<file path="config.mk">
export PLATFORM = sky130hd
export DESIGN_NAME = esbg_top
export DESIGN_NICKNAME = d
export VERILOG_FILES = /design/src/rtl/esbg_pkg.sv /design/src/rtl/esbg_decode.sv /design/src/rtl/esbg_cell.sv /design/src/rtl/esbg_readback.sv /design/src/rtl/esbg_top.sv
export SDC_FILE = /design/constraint.sdc
export NUM_CORES = 1
export LEC_CHECK = 0
export BUFFER_PORTS_ARGS = -buffer_cell sky130_fd_sc_hd__buf_2
export CORE_UTILIZATION = 55
export DETAILED_ROUTE_END_ITERATION = 6
export PLACE_DENSITY_LB_ADDON = 0.08
export SLEW_MARGIN = 10
export SYNTH_ARGS = -nofsm -noshare
export SYNTH_HDL_FRONTEND = slang
export SYNTH_HIERARCHICAL = 1
export SYNTH_SLANG_ARGS = --single-unit
</file>
<file path="constraint.sdc">
create_clock -name clk -period 7.7 [get_ports clk]
set_input_delay 1.155 -clock clk [delete_from_list [all_inputs] [get_ports clk]]
set_output_delay 1.155 -clock clk [all_outputs]
set_load 0.01 [all_outputs]
</file>
<file path="src/rtl/esbg_pkg.sv">
package esbg_pkg;

    localparam int OFS_W = 12;

    localparam logic [OFS_W-1:0] OFS_EOI_LOAD  = 12'h000;
    localparam logic [OFS_W-1:0] OFS_EOI_STORE = 12'h400;
    localparam logic [OFS_W-1:0] OFS_CLEAR     = 12'hC00;
    localparam logic [OFS_W-1:0] OFS_MASK      = 12'hD00;

    // {P,Q}
    typedef enum logic [1:0] {
        PQ_READY     = 2'b00,
        PQ_MASKED    = 2'b01,
        PQ_PENDING   = 2'b10,
        PQ_COALESCED = 2'b11
    } pq_t;

    typedef enum logic [2:0] {
        OP_NONE,
        OP_EOI_LOAD,
        OP_EOI_STORE,
        OP_CLEAR,
        OP_MASK,
        OP_TRIG
    } op_e;

    typedef struct packed {
        pq_t  pq;
        logic fire;
    } pq_step_t;

    function automatic pq_step_t pq_after_eoi(pq_t s);
        pq_step_t r;
        r.pq   = s;
        r.fire = 1'b0;
        case (s)
            PQ_COALESCED: begin r.pq = PQ_PENDING; r.fire = 1'b1; end
            PQ_PENDING:   r.pq = PQ_READY;
            default:      ;
        endcase
        return r;
    endfunction

    function automatic pq_step_t pq_after_trigger(pq_t s);
        pq_step_t r;
        r.pq   = s;
        r.fire = 1'b0;
        case (s)
            PQ_READY:   begin r.pq = PQ_PENDING; r.fire = 1'b1; end
            PQ_PENDING: r.pq = PQ_COALESCED;
            default:    ;
        endcase
        return r;
    endfunction

endpackage

</file>
<file path="src/rtl/esbg_decode.sv">
module esbg_decode
    import esbg_pkg::*;
(
    input  logic             acc_valid,
    input  logic             acc_write,
    input  logic             acc_trig_page,
    input  logic [OFS_W-1:0] acc_offset,
    output op_e              op
);

    always_comb begin
        op = OP_NONE;
        if (acc_valid) begin
            if (acc_trig_page) begin
                if (acc_write) op = OP_TRIG;
            end else if (acc_write) begin
                if (acc_offset == OFS_EOI_STORE) op = OP_EOI_STORE;
            end else begin
                case (acc_offset)
                    OFS_EOI_LOAD: op = OP_EOI_LOAD;
                    OFS_CLEAR:    op = OP_CLEAR;
                    OFS_MASK:     op = OP_MASK;
                    default:      op = OP_NONE;
                endcase
            end
        end
    end

endmodule

</file>
<file path="src/rtl/esbg_cell.sv">
module esbg_cell
    import esbg_pkg::*;
(
    input  logic       clk,
    input  logic       rst,
    input  logic       sel,
    input  op_e        op,
    input  logic       cfg_store_eoi,
    input  logic       cfg_level,
    input  logic       hw_in,
    output logic [1:0] pq,
    output logic       notify
);

    pq_t      pq_q;
    logic     hw_q;
    logic     notify_q;
    logic     hw_trig;
    logic     trig;
    op_e      op_eff;
    pq_step_t step_acc;
    pq_step_t step_trg;

    assign hw_trig = cfg_level ? hw_in : (hw_in & ~hw_q);

    always_comb begin
        op_eff   = sel ? op : OP_NONE;
        step_acc = '{pq: pq_q, fire: 1'b0};
        case (op_eff)
            OP_EOI_LOAD:  step_acc = pq_after_eoi(pq_q);
            OP_EOI_STORE: if (cfg_store_eoi) step_acc = pq_after_eoi(pq_q);
            OP_CLEAR:     step_acc = '{pq: PQ_READY,  fire: 1'b0};
            OP_MASK:      step_acc = '{pq: PQ_MASKED, fire: 1'b0};
            default:      ;
        endcase

        // access first, then the trigger on the result
        trig = hw_trig | ((op_eff == OP_TRIG) & ~cfg_level);
        if (trig) step_trg = pq_after_trigger(step_acc.pq);
        else      step_trg = '{pq: step_acc.pq, fire: 1'b0};
    end

    always_ff @(posedge clk) begin
        if (rst) begin
            pq_q     <= PQ_READY;
            hw_q     <= 1'b0;
            notify_q <= 1'b0;
        end else begin
            pq_q     <= step_trg.pq;
            hw_q     <= hw_in;
            notify_q <= step_acc.fire | step_trg.fire;
        end
    end

    assign pq     = pq_q;
    assign notify = notify_q;

endmodule

</file>
<file path="src/rtl/esbg_readback.sv">
module esbg_readback #(
    parameter int N_SRC = 6,
    parameter int SRC_W = 3
) (
    input  logic                  clk,
    input  logic                  rst,
    input  logic                  acc_valid,
    input  logic                  acc_write,
    input  logic [SRC_W-1:0]      acc_src,
    input  logic [N_SRC-1:0][1:0] pq_vec,
    output logic                  rd_valid,
    output logic [1:0]            rd_pq
);

    logic [1:0] pick;

    always_comb begin
        pick = 2'b00;
        for (int k = 0; k < N_SRC; k++)
            if (acc_src == SRC_W'(k)) pick = pq_vec[k];
    end

    always_ff @(posedge clk) begin
        if (rst) begin
            rd_valid <= 1'b0;
            rd_pq    <= 2'b00;
        end else begin
            rd_valid <= acc_valid & ~acc_write;
            rd_pq    <= (acc_valid & ~acc_write) ? pick : 2'b00;
        end
    end

endmodule

</file>
<file path="src/rtl/esbg_top.sv">
module esbg_top
    import esbg_pkg::*;
#(
    parameter int N_SRC = 6,
    localparam int SRC_W = (N_SRC > 1) ? $clog2(N_SRC + 1) : 1
) (
    input  logic             clk,
    input  logic             rst,
    input  logic             acc_valid,
    input  logic             acc_write,
    input  logic             acc_trig_page,
    input  logic [OFS_W-1:0] acc_offset,
    input  logic [SRC_W-1:0] acc_src,
    input  logic [N_SRC-1:0] cfg_store_eoi,
    input  logic [N_SRC-1:0] cfg_level,
    input  logic [N_SRC-1:0] hw_src,
    output logic [N_SRC-1:0] notify_o,
    output logic             rd_valid,
    output logic [1:0]       rd_pq
);

    op_e                  op;
    logic [N_SRC-1:0][1:0] pq_vec;

    esbg_decode u_dec (
        .acc_valid     (acc_valid),
        .acc_write     (acc_write),
        .acc_trig_page (acc_trig_page),
        .acc_offset    (acc_offset),
        .op            (op)
    );

    for (genvar g = 0; g < N_SRC; g++) begin : g_src
        esbg_cell u_cell (
            .clk           (clk),
            .rst           (rst),
            .sel           (acc_src == SRC_W'(g)),
            .op            (op),
            .cfg_store_eoi (cfg_store_eoi[g]),
            .cfg_level     (cfg_level[g]),
            .hw_in         (hw_src[g]),
            .pq            (pq_vec[g]),
            .notify        (notify_o[g])
        );
    end

    esbg_readback #(.N_SRC(N_SRC), .SRC_W(SRC_W)) u_rb (
        .clk       (clk),
        .rst       (rst),
        .acc_valid (acc_valid),
        .acc_write (acc_write),
        .acc_src   (acc_src),
        .pq_vec    (pq_vec),
        .rd_valid  (rd_valid),
        .rd_pq     (rd_pq)
    );

endmodule

</file>
Word-level counts from Yosys, hierarchy flattened --
Cells that the tools add are included. W data, S select, Z words.
Operators by class: add/subtract/negate cells 0, multipliers 0, divide/modulo/power cells 0, $lt $le $gt $ge 0, eq/ne operators 56, shift operators 0, muxes and demuxes 66, bitwise operators 39, reduce and logical (&&, ||, !) cells 9
Operators with widths (number):
- $pmux W3 S4 | 6
- $mux W3 | 22
- $pmux W2 S2 | 12
- $eq A3 B2 Y1 const B | 14
- $eq A3 B3 Y1 const B | 14
- $eq A2 B2 Y1 const B | 18
- $eq A12 B12 Y1 const B | 2
- $eq A3 B1 Y1 const B | 7
- $mux W1 | 18
- $mux W2 | 7
- $not A1 Y1 | 14
- $and A1 B1 Y1 | 13
- $eq A12 B11 Y1 const B | 1
- $logic_not A12 Y1 | 1
- $logic_not A2 Y1 | 6
- $or A1 B1 Y1 | 12
- $pmux W3 S3 | 1
- $logic_not A3 Y1 | 1
- $reduce_or A2 Y1 | 1
Word-level totals: register bits 27, latch bits 0, RAM bits 0, ROM bits 0, input port bits 38, output and inout bits 9, logic and storage cells 190, memories kept 0

Longest topological paths before layout --
depth after elaboration 12, mapped depth 8, mapped depth without buffers 8

By module --
Netlist, hierarchy kept.
By module, submodules not included:
- esbg_cell | times used 6, cells an instance 35, area each 270.3 um^2, sequential area each 80.1 um^2
- esbg_readback | times used 1, cells an instance 20, area each 192.7 um^2, sequential area each 60.1 um^2
- esbg_decode | times used 1, cells an instance 16, area each 136.4 um^2, sequential area each 0.0 um^2
- esbg_top | times used 1, cells an instance 6, area each 47.5 um^2, sequential area each 0.0 um^2

Least setup slack after synthesis --
Ideal clock, no wire load.
kind input-to-reg, from input port acc_offset[3], to register g_src[1].u_cell.pq_q[1], setup time 0.115 ns, data arrival time 4.185 ns, required time 7.585 ns, setup slack 3.400 ns, cell stages on the path 7, buffers on the path 0, cells stage by stage nor4_4 > nand4_1 > nor3_1 > inv_1 > o41ai_2 > a21oi_1 > o21ba_2
Between the ends: longest elaborated chain between the ends 11, elaborated cells between the ends (all ways) 22, those cells by class eq/ne: 9; mux: 9; bitwise: 2; reduce/logical: 2
Ends and longest elaborated chain:
- from (decl) | RTL line esbg_top.sv:12 | input logic [OFS_W-1:0] acc_offset,
- $eq A12 B12 Y1 (tied with other cells) | RTL line esbg_decode.sv:19 | case (acc_offset)
- $pmux W3 S3 / $mux W2 (equally long branches) | RTL line esbg_decode.sv:19, esbg_decode.sv:17
- $mux W3 (*) | RTL line esbg_decode.sv:16 | end else if (acc_write) begin
- $mux W3 (*) | RTL line esbg_decode.sv:14 | if (acc_trig_page) begin
- $mux W3 (*) | RTL line esbg_decode.sv:13 | if (acc_valid) begin
- named net op[1] | RTL line esbg_top.sv:22 | op_e op;
- $mux W3 (*) | RTL line esbg_cell.sv:27 | op_eff = sel ? op : OP_NONE;
- $eq A3 B3 Y1 (tied with other cells) | RTL line esbg_cell.sv:29 | case (op_eff)
- $pmux W3 S4 | RTL line esbg_cell.sv:29
- $eq A2 B2 Y1 / $logic_not A2 Y1 (equally long branches) | RTL line esbg_pkg.sv:48 | case (s)
- $pmux W2 S2 | RTL line esbg_pkg.sv:48
- $mux W3 (*) | RTL line esbg_cell.sv:39 | if (trig) step_trg = pq_after_trigger(step_acc.pq);
- to (signal assigned) | RTL line esbg_cell.sv:49 | pq_q <= step_trg.pq;
- to (decl) | RTL line esbg_cell.sv:15 | pq_t pq_q;
Mark *: on every way through the listed nets, which the timed path passes. The rest lies on a longest branch. A chain may end at the register's enable or synchronous reset.

Final worst setup path --
from input port acc_trig_page, to register g_src[5].u_cell.pq_q[0]
Between the ends: longest elaborated chain between the ends 8, elaborated cells between the ends (all ways) 15, those cells by class eq/ne: 6; mux: 6; bitwise: 2; reduce/logical: 1
Ends and longest elaborated chain:
- from (decl) | RTL line esbg_top.sv:11 | input logic acc_trig_page,
- $mux W3 (*) | RTL line esbg_decode.sv:14
- $mux W3 (*) | RTL line esbg_decode.sv:13
- named net op[1] | RTL line esbg_top.sv:22
- $mux W3 (*) | RTL line esbg_cell.sv:27
- $eq A3 B3 Y1 (tied with other cells) | RTL line esbg_cell.sv:29
- $pmux W3 S4 | RTL line esbg_cell.sv:29
- $eq A2 B2 Y1 / $logic_not A2 Y1 (equally long branches) | RTL line esbg_pkg.sv:48
- $pmux W2 S2 | RTL line esbg_pkg.sv:48
- $mux W3 (*) | RTL line esbg_cell.sv:39
- to (signal assigned) | RTL line esbg_cell.sv:49
- to (decl) | RTL line esbg_cell.sv:15
Marks and branches as above.

==> run summary <==
Number of buffers created by CTS: 3
Crit path max-delay cell type: sky130_fd_sc_hd__nor3_2
Number of global-route vias before repair: 1788
Placeable core region: 3420 µm²
Critical Path Source Type: primary input
Critical path required time: 7.94 ns
Weighted congestion at the end of routability-driven global placement: 0.871
DRC violation total after the first TritonRoute iteration: 106
Actual slew at the worst max-slew pin: 0.865 ns
Final Slew Violations: 0
Number of iterations in the first detailed-routing pass: 4
Die H: 62.3 µm
Clock-pin transition on the worst setup and hold timing paths: 0.16 ns
Max stage delay on crit path: 0.71 ns
Highest net fanout along the worst path: 25
TNS Setup: 0 ns
Number of placed I/O pins: 47
Mean instance size in the synthesized netlist: 7.93 µm²
Type of the worst min-delay path: flop to flop
Period minus WS final: 3.35 ns
Final hold violation count: 0
Xor/xnor share of the synthesized area: 0.00877
Post-cts sizing count: 0
Instance count of the mapped netlist: 252
Total of endpoints with negative setup slack in the final report: 0
Horizontal extent of the die: 62.3 µm
Number of post-CTS setup repair buffers: 0
Unrepaired setup endpoints after global routing: no
Detailed-route via count: 1992
First-pass GRT wire length: 7610 µm
Total length of routed wires: 4350 µm
Critical-path cell list: buf_2 > nor4_4 > nand2_1 > nor3_2 > buf_4 > inv_1 > o41ai_2 > a21oi_1 > a21oi_1 > nor2_1
Worst max-slew margin expressed relative to the limit: 0.420
R2r startpoint: g_src[4].u_cell/pq[0]
Setup crit end kind: flop
Initial standard-cell utilization of the core: 0.585
Buffer cell driving the clock tree root: sky130_fd_sc_hd__clkbuf_4
Standby leakage power: 0.988 nW
Critical Path Start: acc_trig_page
Result of the run: finished clean
Final Worst Setup Slack: 4.35 ns
Largest vdd supply drop: 0.0000714 V
Worst Path Class, Setup: primary input to flop
Area of the mapped netlist: 2000 µm²
Most common library cell in the layout ignoring fill and taps: sky130_fd_sc_hd__buf_2
Cts hold-fix bufs: 0
Number of inserted diodes: 0
Worst setup skew after layout: 0.00478 ns
Share of post-route cells with drive strength above 1: 0.273
Post-route fraction of the period consumed by the critical path: 0.435
Routed len/inst: 12.4 µm
Post-synthesis cell type count: 33
Port buffer count: 46
Via-to-Cell Ratio: 5.69
Pin count of the biggest net entering global routing: 43
Area overhead of the layout relative to synthesis: 17.2%
Yosys synthesis warning count: 6
Total gr overflow: 0
Main combinational cell family by area after synthesis: simple AND/OR/NAND/NOR gates
Count of maximum capacitance violations: 0
Simple-gate portion of the synthesized area: 0.378
Share of the yosys chip area belonging to registers: 0.271
Source-to-sink clock delay at the later pin of the worst-skew pair: 0.34 ns
Total Die Area: 3880 µm²
Number of fill cells: 315
Row Count: 21
Post-detail-place hpwl: 3120 µm
Multiplexer share of the synthesized area: 0.0200
Cell type with the highest occurrence count on the critical path: sky130_fd_sc_hd__a21oi_1
Total global routing track utilization: 0.236
Clock tree from TritonCTS: yes
Achievable clock frequency: 299 MHz
Top library cells by usage in the layout, fill and taps aside: sky130_fd_sc_hd__buf_2, sky130_fd_sc_hd__nor2_1, sky130_fd_sc_hd__dfxtp_1, sky130_fd_sc_hd__a21oi_1, sky130_fd_sc_hd__nand2b_1
Number of DRC violations after detailed routing: 0
Total number of clock tree sinks: 27
Net count after synthesis: 290
Initial antenna violation count: 0
Worst path arrival time: 3.59 ns
Pwr dens: 128 nW/µm²
DP Worst Slack: 3.99 ns
Worst hold start: g_src[5].u_cell/pq[1]
Area fraction in compound gates after synthesis: 0.283
Longest Clk Path Bufs: 2
Final net count: 343
Adder-Cell Fraction of Synth Area: 0
Detail Route Antenna Nets: 0
Synthesized flop and latch total: 27
H-tree depth reported by CTS: 1
sequential cells by signal (all words and copies together), names as in the netlist:
name and cells:
u_rb/rd_pq 2, g_src.u_cell/pq 12, g_src.u_cell/notify 6, g_src.u_cell/hw_q 6, u_rb/rd_valid 1
worst max-delay path: cells and delay by family:
family | cells | cell delay (ns)
buffers and inverters | 3 | 0.60
and+or+nand+nor | 4 | 1.17
AOI/OAI and AO/OA | 3 | 0.67
power by group:
group / switching [mW] / internal, mW
Combinational: 0.0387 / 0.0360
Sequential: 0.00799 / 0.149
Clock: 0.0474 / 0.0200
Total: 0.0941 / 0.205
path summary, 6_finish.rpt:
| path | end | slack [ns] | cells after the start |
|---|---|---|---|
| worst min register to register | u_rb/rd_pq[1] | 0.63 | 1 |
| worst max-delay path | g_src[5].u_cell/pq[0] | 4.35 | 10 |
| worst max register to register | g_src[4].u_cell/notify | 6.39 | 5 |
| worst min-delay path | u_rb/rd_pq[1] | 0.63 | 1 |
through the flow:
step / power, mW / area (µm²) / std cells / hold slack, ns / utilization
floorplan: 0.206 / 2000 / 252 / 0.554 / -
global placement: 0.233 / 2310 / 346 / 0.598 / 0.677
detailed placement: 0.235 / 2310 / 346 / 0.609 / 0.677
CTS: 0.302 / 2340 / 350 / 0.620 / 0.685
global route: 0.316 / 2340 / 350 / 0.624 / 0.685
finish: 0.299 / 2340 / 350 / 0.633 / 0.685
logic make-up after synthesis:
family,after synthesis
AO/OA/AOI/OAI,78
XOR/XNOR,2
flip-flops,27
multiplexers,4
buffers and inverters,19
AND/OR/NAND/NOR,122
synthesized netlist by cell type (all sizes together):
cell type	n	area, µm²
nor3	4	20.0
and2b	6	52.6
nor2	39	146
and4b	1	10.0
o41ai	6	97.6
o21ai	12	60.1
nand2b	19	119
nand2	8	30.0
or2b	7	60.1
o31ai	1	12.5
nor4	2	42.5
a32oi	6	52.6
a21o	6	45.0
xnor2	1	8.76
dfxtp	27	541
a21oi	24	120
o221a	2	22.5
nor4b	6	52.6
inv	18	67.6
xor2	1	8.76
nand4	2	12.5
and3b	8	72.6
nand3b	8	60.1
nand3	2	10.0
buf	1	11.3
o21ba	6	60.1
o22ai	14	87.6
mux2i	4	40.0
a21boi	1	7.51
nor3b	4	30.0
nor2b	6	37.5
final cells by class:
cell class | count | area, µm² | share of cell area
Clock inverter | 1 | 7.51 | 0.00321
Multi-Input combinational cell | 206 | 1390 | 0.595
Sequential cell | 27 | 541 | 0.231
Timing Repair Buffer | 49 | 253 | 0.108
Tap cell | 46 | 57.6 | 0.0246
Inverter | 18 | 67.6 | 0.0289
Clock buffer | 3 | 22.5 | 0.00962
per-layer routing:
metal | vias to the layer above | GRT usage | share of wire
met5 | - | 0 | 0
met4 | 0 | 0.0727 | 0.012
met3 | 5 | 0.0276 | 0.037
met2 | 48 | 0.423 | 0.50
met1 | 922 | 0.293 | 0.45
li1 | 1017 | - | -
Power figures use the tool's default switching activity.
